--- src/rtl/seg_addr_gen_pkg.sv ---
package seg_addr_gen_pkg;

    typedef enum logic [1:0] {
        MODE_NARROW_SEG = 2'd0,
        MODE_WIDE_SEG   = 2'd1,
        MODE_FLAT       = 2'd2,
        MODE_FLAT_ALIAS = 2'd3
    } addr_mode_e;

    typedef enum logic {
        ST_IDLE = 1'b0,
        ST_EMIT = 1'b1
    } gen_state_e;

    function automatic logic mode_has_segments(addr_mode_e m);
        return (m == MODE_NARROW_SEG) || (m == MODE_WIDE_SEG);
    endfunction

    function automatic logic mode_is_narrow(addr_mode_e m);
        return m == MODE_NARROW_SEG;
    endfunction

endpackage

--- src/rtl/seg_addr_gen_ctrl.sv ---
module seg_addr_gen_ctrl
    import seg_addr_gen_pkg::*;
(
    input  logic       clk,
    input  logic       rst_n,
    input  logic       req_valid,
    input  logic [1:0] cfg_mode,
    output addr_mode_e mode_q,
    output logic       capture,
    output logic       emit
);

    gen_state_e state_q;
    gen_state_e state_d;
    logic       mode_load;

    // state register
    always_ff @(posedge clk) begin
        if (!rst_n) begin
            state_q <= ST_IDLE;
        end else begin
            state_q <= state_d;
        end
    end

    // transitions: accept, stream, drain, rest
    always_comb begin
        state_d = state_q;
        unique case (state_q)
            ST_IDLE: state_d = req_valid ? ST_EMIT : ST_IDLE;
            ST_EMIT: state_d = req_valid ? ST_EMIT : ST_IDLE;
            default: state_d = ST_IDLE;
        endcase
    end

    // outputs of the controller
    always_comb begin
        capture   = req_valid;
        mode_load = !req_valid;
        unique case (state_q)
            ST_IDLE: emit = 1'b0;
            ST_EMIT: emit = 1'b1;
            default: emit = 1'b0;
        endcase
    end

    // mode register: reloaded only while no request is pending
    always_ff @(posedge clk) begin
        if (!rst_n) begin
            mode_q <= MODE_NARROW_SEG;
        end else if (mode_load) begin
            mode_q <= addr_mode_e'(cfg_mode);
        end
    end

endmodule

--- src/rtl/seg_addr_gen_compose.sv ---
module seg_addr_gen_compose
    import seg_addr_gen_pkg::*;
#(
    parameter int ADDR_W   = 32,
    parameter int OFF_W    = 16,
    parameter int STEP_W   = 16,
    parameter int NARROW_W = 24
) (
    input  addr_mode_e        mode,
    input  logic [ADDR_W-1:0] base,
    input  logic              is_offset,
    input  logic [ADDR_W-1:0] ptr,
    input  logic [OFF_W-1:0]  offset,
    input  logic [STEP_W-1:0] step,
    output logic [ADDR_W-1:0] addr
);

    localparam logic [ADDR_W-1:0] NARROW_MASK = {ADDR_W{1'b1}} >> (ADDR_W - NARROW_W);

    logic              use_seg;
    logic [ADDR_W-1:0] origin;
    logic [ADDR_W-1:0] disp;
    logic [ADDR_W-1:0] full_sum;

    always_comb begin
        use_seg  = mode_has_segments(mode) && is_offset;
        origin   = use_seg ? (base + ADDR_W'(offset)) : ptr;
        disp     = ADDR_W'(step);
        full_sum = origin + disp;
    end

    generate
        if (NARROW_W < ADDR_W) begin : g_mask
            assign addr = mode_is_narrow(mode) ? (full_sum & NARROW_MASK) : full_sum;
        end else begin : g_nomask
            assign addr = full_sum;
        end
    endgenerate

endmodule

--- src/rtl/seg_addr_gen.sv ---
module seg_addr_gen
    import seg_addr_gen_pkg::*;
#(
    parameter int ADDR_W   = 32,
    parameter int OFF_W    = 16,
    parameter int STEP_W   = 16,
    parameter int NARROW_W = 24
) (
    input  logic              clk,
    input  logic              rst_n,
    input  logic [1:0]        cfg_mode,
    input  logic [ADDR_W-1:0] cfg_base,
    input  logic              req_valid,
    input  logic              req_is_offset,
    input  logic [ADDR_W-1:0] req_ptr,
    input  logic [OFF_W-1:0]  req_offset,
    input  logic [STEP_W-1:0] req_step,
    output logic              addr_valid,
    output logic [ADDR_W-1:0] addr_out
);

    addr_mode_e        mode_q;
    logic [1:0]        active_mode;
    logic              capture;
    logic              emit;
    logic [ADDR_W-1:0] next_addr;
    logic [ADDR_W-1:0] addr_q;

    assign active_mode = mode_q;

    seg_addr_gen_ctrl u_ctrl (
        .clk       (clk),
        .rst_n     (rst_n),
        .req_valid (req_valid),
        .cfg_mode  (cfg_mode),
        .mode_q    (mode_q),
        .capture   (capture),
        .emit      (emit)
    );

    seg_addr_gen_compose #(
        .ADDR_W   (ADDR_W),
        .OFF_W    (OFF_W),
        .STEP_W   (STEP_W),
        .NARROW_W (NARROW_W)
    ) u_compose (
        .mode      (mode_q),
        .base      (cfg_base),
        .is_offset (req_is_offset),
        .ptr       (req_ptr),
        .offset    (req_offset),
        .step      (req_step),
        .addr      (next_addr)
    );

    always_ff @(posedge clk) begin
        if (!rst_n) begin
            addr_q <= '0;
        end else if (capture) begin
            addr_q <= next_addr;
        end
    end

    assign addr_out   = addr_q;
    assign addr_valid = emit;

endmodule

--- config.mk ---
export PLATFORM = sky130hd
export DESIGN_NAME = seg_addr_gen
export DESIGN_NICKNAME = d
export VERILOG_FILES = /design/src/rtl/seg_addr_gen_pkg.sv /design/src/rtl/seg_addr_gen_ctrl.sv /design/src/rtl/seg_addr_gen_compose.sv /design/src/rtl/seg_addr_gen.sv
export SDC_FILE = /design/constraint.sdc
export NUM_CORES = 1
export LEC_CHECK = 0
export BUFFER_PORTS_ARGS = -buffer_cell sky130_fd_sc_hd__buf_2
export CAP_MARGIN = 20
export CORE_MARGIN = 5
export CORE_UTILIZATION = 48
export DETAILED_ROUTE_END_ITERATION = 10
export GPL_ROUTABILITY_DRIVEN = 1
export PLACE_DENSITY_LB_ADDON = 0.3
export SETUP_SLACK_MARGIN = 0.1
export SLEW_MARGIN = 10
export SYNTH_ARGS = -nofsm -noshare
export SYNTH_HDL_FRONTEND = slang
export SYNTH_HIERARCHICAL = 1
export SYNTH_SLANG_ARGS = --single-unit
--- constraint.sdc ---
create_clock -name clk -period 4.4 [get_ports clk]
set_clock_uncertainty 0.05 [all_clocks]
set_input_delay 0.44 -clock clk [delete_from_list [all_inputs] [get_ports clk]]
set_output_delay 0.44 -clock clk [all_outputs]
set_load 0.01 [all_outputs]
-- Word-level counts from Yosys, hierarchy flattened
Index checks and enable logic that the tools add are counted.
W data, S select, Z words.
- flip-flop bits (word level): 35
- bits in latches: 0
- memory bits (writable): 0
- memory bits (read-only): 0
- input port bits: 102
- output and inout bits: 33
- memories: 0
- add/subtract/negate cells: 2
- multipliers: 0
- div/mod/pow operators: 0
- magnitude comparators: 0
- eq/ne operators: 1
- shift operators: 0
- mux-type cells: 4
- bitwise operators: 1
- reduce and logical (&&, ||, !) cells: 3
- operators by type and width (operator ; number):
    $add A32 B16 Y32 ; 2
    $mux W32 ; 2
    $eq A2 B1 Y1 const B ; 1
    $logic_not A2 Y1 ; 1
    $pmux W1 S2 ; 1
    $logic_and A1 B1 Y1 ; 1
    $logic_or A1 B1 Y1 ; 1
    $mux W1 ; 1
    $not A1 Y1 ; 1

-- Logic depth before layout (Yosys ltp)
- depth after elaboration: 6
- gate-level depth with buffers: 26

-- By module
Netlist, hierarchy kept.
- by module, submodules not included (module ; instances ; cells each ; area an instance (um^2)):
    seg_addr_gen_compose ; 1 ; 448 ; 2886.5
    seg_addr_gen ; 1 ; 103 ; 1243.7
    seg_addr_gen_ctrl ; 1 ; 9 ; 107.6

-- Least setup slack after synthesis
OpenSTA, ideal clock, no wires.
- path kind: input to register
- start point: in req_is_offset
- end point: reg addr_q[13], in the netlist addr_out[13]
- library setup time: 0.065 ns
- arrival time: 4.186 ns
- data required time: 4.285 ns
- path slack: 0.098 ns
- stages on the path: 20
- path buffers: 4
- cells stage by stage: nand2b_1 > clkbuf_1 > clkbuf_1 > clkbuf_1 > buf_1 > nand2_1 > o21ai_0 > ha_1 > a21oi_1 > o211ai_1 > o21ba_2 > o21a_1 > o21a_1 > o21a_1 > or4_1 > a31o_2 > a21oi_1 > xnor2_1 > mux2i_1 > nor2b_1
- longest elaborated chain between the ends: 4
- ends and longest elaborated chain (what ; RTL line ; text):
    start: declaration ; seg_addr_gen.sv:14 ; input logic req_is_offset,
    $logic_and A1 B1 Y1 ; seg_addr_gen_compose.sv:26 ; use_seg = mode_has_segments(mode) && is_offset;
    $mux W32 ; seg_addr_gen_compose.sv:27 ; origin = use_seg ? (base + ADDR_W'(offset)) : ptr;
    $add A32 B16 Y32 ; seg_addr_gen_compose.sv:29 ; full_sum = origin + disp;
    $mux W32 ; seg_addr_gen_compose.sv:34 ; assign addr = mode_is_narrow(mode) ? (full_sum & NARROW_MASK) : full_sum;
    named net next_addr[13] ; seg_addr_gen.sv:26 ; logic [ADDR_W-1:0] next_addr;
    end signal: assignment ; seg_addr_gen.sv:60 ; addr_q <= next_addr;
    end: declaration ; seg_addr_gen.sv:27 ; logic [ADDR_W-1:0] addr_q;
The timed path passes the listed nets, and every way through them passes these cells.
A chain may end at the register's enable or synchronous reset.

-- Worst setup path in the final report
- start point: in req_offset[7]
- end point: reg addr_q[28], in the netlist addr_out[28]
- longest elaborated chain between the ends: 4
- ends and longest elaborated chain (what ; RTL line ; text):
    start: declaration ; seg_addr_gen.sv:16 ; input logic [OFF_W-1:0] req_offset,
    $add A32 B16 Y32 ; seg_addr_gen_compose.sv:27 ;
    $mux W32 ; seg_addr_gen_compose.sv:27 ;
    $add A32 B16 Y32 ; seg_addr_gen_compose.sv:29 ;
    $mux W32 ; seg_addr_gen_compose.sv:34 ;
    named net next_addr[28] ; seg_addr_gen.sv:26 ;
The timed path passes the listed nets, and every way through them passes these cells.

==> run summary <==
Placed Area: 5000 sq um
# nets final: 827
Crit path max fanout: 6
Max Root-Sink Buffers: 2
Synth Flop Type: dfxtp_1
I/O pin count: 135
P_leak: 2.43 nW
Period utilisation layout: 93.3%
Cell area after layout: 5120 sq um
CP endpoint kind: flop
CP cell instances: buf_2, ha_1, and4_1, and3_1, a22oi_2, nand2_1, a31o_2, a21oi_1, xor2_1, o21ai_0, ha_1, or3_1, o21ai_0, o21bai_2, nor3_2, nand4b_1, or3_1, a21oi_1, mux2i_1, nor2b_1
CP arrival: 4280 ps
Peak Freq: 0.243 GHz
Worst-path clk slew: 70 ps
Hold_ws: 358 ps
N_diodes: 0
Routed len/inst: 15.1 um
DRT Wirelength: 12.1 mm
Via density: 5.64
Overall die area: 10800 sq um
Kind of critical path: primary input to flop
Seq pwr share: 29.3%
GPL Wtd Cong: 0.940
CTS tree: built
Share of post-route cells with drive strength above 1: 27.0%
Global-route wire length before repair: 19.5 mm
First drt pass iteration count: 6
Starting Density: 48.8%
Yosys top cell by area: dfxtp_1
Final setup fails: 0
Reg2Reg Setup Slack: 570 ps
Vias: 4515
Vias in the first global route: 4319
Yosys cell types: 66
Psw: 0.499 mW
Fin worst setup slack: 293 ps
Buf/Inv on CP: 1
Die Wd: 104 um
Worst vdd ir: 0.186 mV
Clk pwr share: 17.7%
Worst setup SP type: primary input
Syn_area_per_cell: 7.57 sq um
Status: complete, no violations
# Max-Cap Violations: 0
DP HPWL: 10.1 mm
Largest net degree at the start of global routing: 41
Cell row count: 34
Slew @ Worst Pin: 995 ps
Root buf cell: clkbuf_8
Area Overhead vs Synth: 20.8%
Depth of the CTS H-tree: 2
ANT nets after route: 0
Syn_nets: 696
CTS Sinks: 35
Crit-path slowest cell: or3_1
Switching part of the total power: 39.4%
GR Util All Layers: 20.9%
Max-slew violation count: 0
Commonest non-fill, non-tap cell in the layout: buf_2
Die Y: 104 um
Worst Hold Class: primary input to flop
Post-Syn Area: 4240 sq um
Cell family with most CP delay: simple AND/OR/NAND/NOR gates
Fin. Hold Viols: 0
Post-route DRC: 0
Initial antenna violation count: 0
Post-CTS Repair Setup Buffers: 0
First DRT Iteration DRCs: 231
Slew headroom: 33.7%
Worst skew pair latency: 280 ps
Seq cells post-synth: 35
Min cycle time layout: 4110 ps
Worst stage delay on the critical path: 400 ps
Setup WS pre-CTS: -164 ps
Power Density: 247 nW/um^2
Synth area leaders: dfxtp_1, mux2i_1, ha_1
Asr flop ratio synth: 0%
Commonest non-fill, non-tap cells in the layout: buf_2, nand2_1, mux2i_1
Comb pwr share: 53.0%
Total gr overflow: 0
Final TNS setup: 0 ps
Cells after synthesis: 560
WP data required: 4580 ps
Count of input and output buffers: 134
Post-synth EDFFs: 0
Core footprint: 8680 sq um
Yosys Warn Count: 6
Fill cells: 854
Post-synthesis sequential area ratio: 16.5%
Top cell type's share of synthesized area: 16.5%
Num CTS Buffers: 5
RSZ-0062 raised after global routing: false
Int Pwr: 0.768 mW
stage by stage:
step                util [%]  power, mW  std cells
global placement        57.6       1.03        792
detailed placement      57.6       1.04        792
finish                  59.0       1.27        800
CTS                     58.5       1.27        800
floorplan                  -      0.842        560
global route            59.0       1.37        800
kinds of logic (layout without fill, tap and decap cells):
logic type / after synthesis / in the layout / synth area share [%]
AND/OR/NAND/NOR: 232 / 232 / 27.6
AO/OA/AOI/OAI: 140 / 140 / 22.1
multiplexers: 45 / 45 / 10.7
XOR/XNOR: 38 / 38 / 7.85
buffers and inverters: 36 / 168 / 4.81
flip-flops: 35 / 35 / 16.5
adder cells (fa/ha/maj): 34 / 34 / 10.4
layout make-up:
type,count,area [sq um],share of cell area (%)
flip-flops and latches,35,701,13.7
multi-input cells,489,3370,65.9
repair buffers,149,783,15.3
clock buffers,6,72.6,1.42
clock inverters,2,12.5,0.244
inverters,11,41.3,0.806
well taps,108,135,2.64
path summary, 6_finish.rpt:
path                                               startpoint                            end  cells after the start
worst min-delay path                              cfg_mode[0]  u_ctrl/mode_q[0]$_SDFFE_PN0N_                      3
worst min register to register       addr_out[3]$_SDFFE_PN0P_       addr_out[3]$_SDFFE_PN0P_                      2
worst max register to register  u_ctrl/mode_q[1]$_SDFFE_PN0N_      addr_out[13]$_SDFFE_PN0P_                     15
worst max-delay path                            req_offset[7]      addr_out[28]$_SDFFE_PN0P_                     20
state kept, by name, indices dropped and copies added (netlist names):
| name | flops |
|---|---|
| addr_out | 32 |
| u_ctrl/state_q | 1 |
| u_ctrl/mode_q | 2 |
power by group through the flow:
stage | logic, mW | clock network (mW) | registers (mW)
6_report | 0.671 | 0.224 | 0.371
5_1_grt | 0.741 | 0.249 | 0.377
4_1_cts | 0.664 | 0.233 | 0.372
3_5_place_dp | 0.661 | 0 | 0.379
3_3_place_gp | 0.647 | 0 | 0.378
2_1_floorplan | 0.448 | 0 | 0.394
Yosys cell counts, types with 8 or more instances:
cell and number:
a21oi_1 26, and2_1 8, and3_1 11, clkbuf_1 10, dfxtp_1 35, ha_1 32
inv_1 10, mux2i_1 43, nand2_1 72, nand3_1 14, nor2_1 39, nor2b_1 36
nor3_1 15, o21a_1 14, o21ai_0 39, xnor2_1 25, xor2_1 13
layer usage:
layer  vias to the layer above  wire length [um]  global-route usage (%)  share of wire, %
met5                         -                 0                       0                 0
li1                       2277                 -                       -                 -
met3                        15               851                    4.41               7.0
met4                         0               148                    3.79               1.2
met1                      2050              5220                    26.2                43
met2                       173              5860                    37.1                49
worst register-to-register path: cells and delay by family, from the launching register on:
family	cells	cell delay, ps
mux	1	90
flops	1	350
simple gates	3	920
compound gates	9	1920
fa+ha+maj	1	300
xor+xnor	1	140
repair_timing:
item,4_1_cts,5_1_grt
gates resized for setup,0,11
setup endpoints to repair,0,10
hold buffers,0,0
Note: power is estimated with default switching activity, not from simulation.
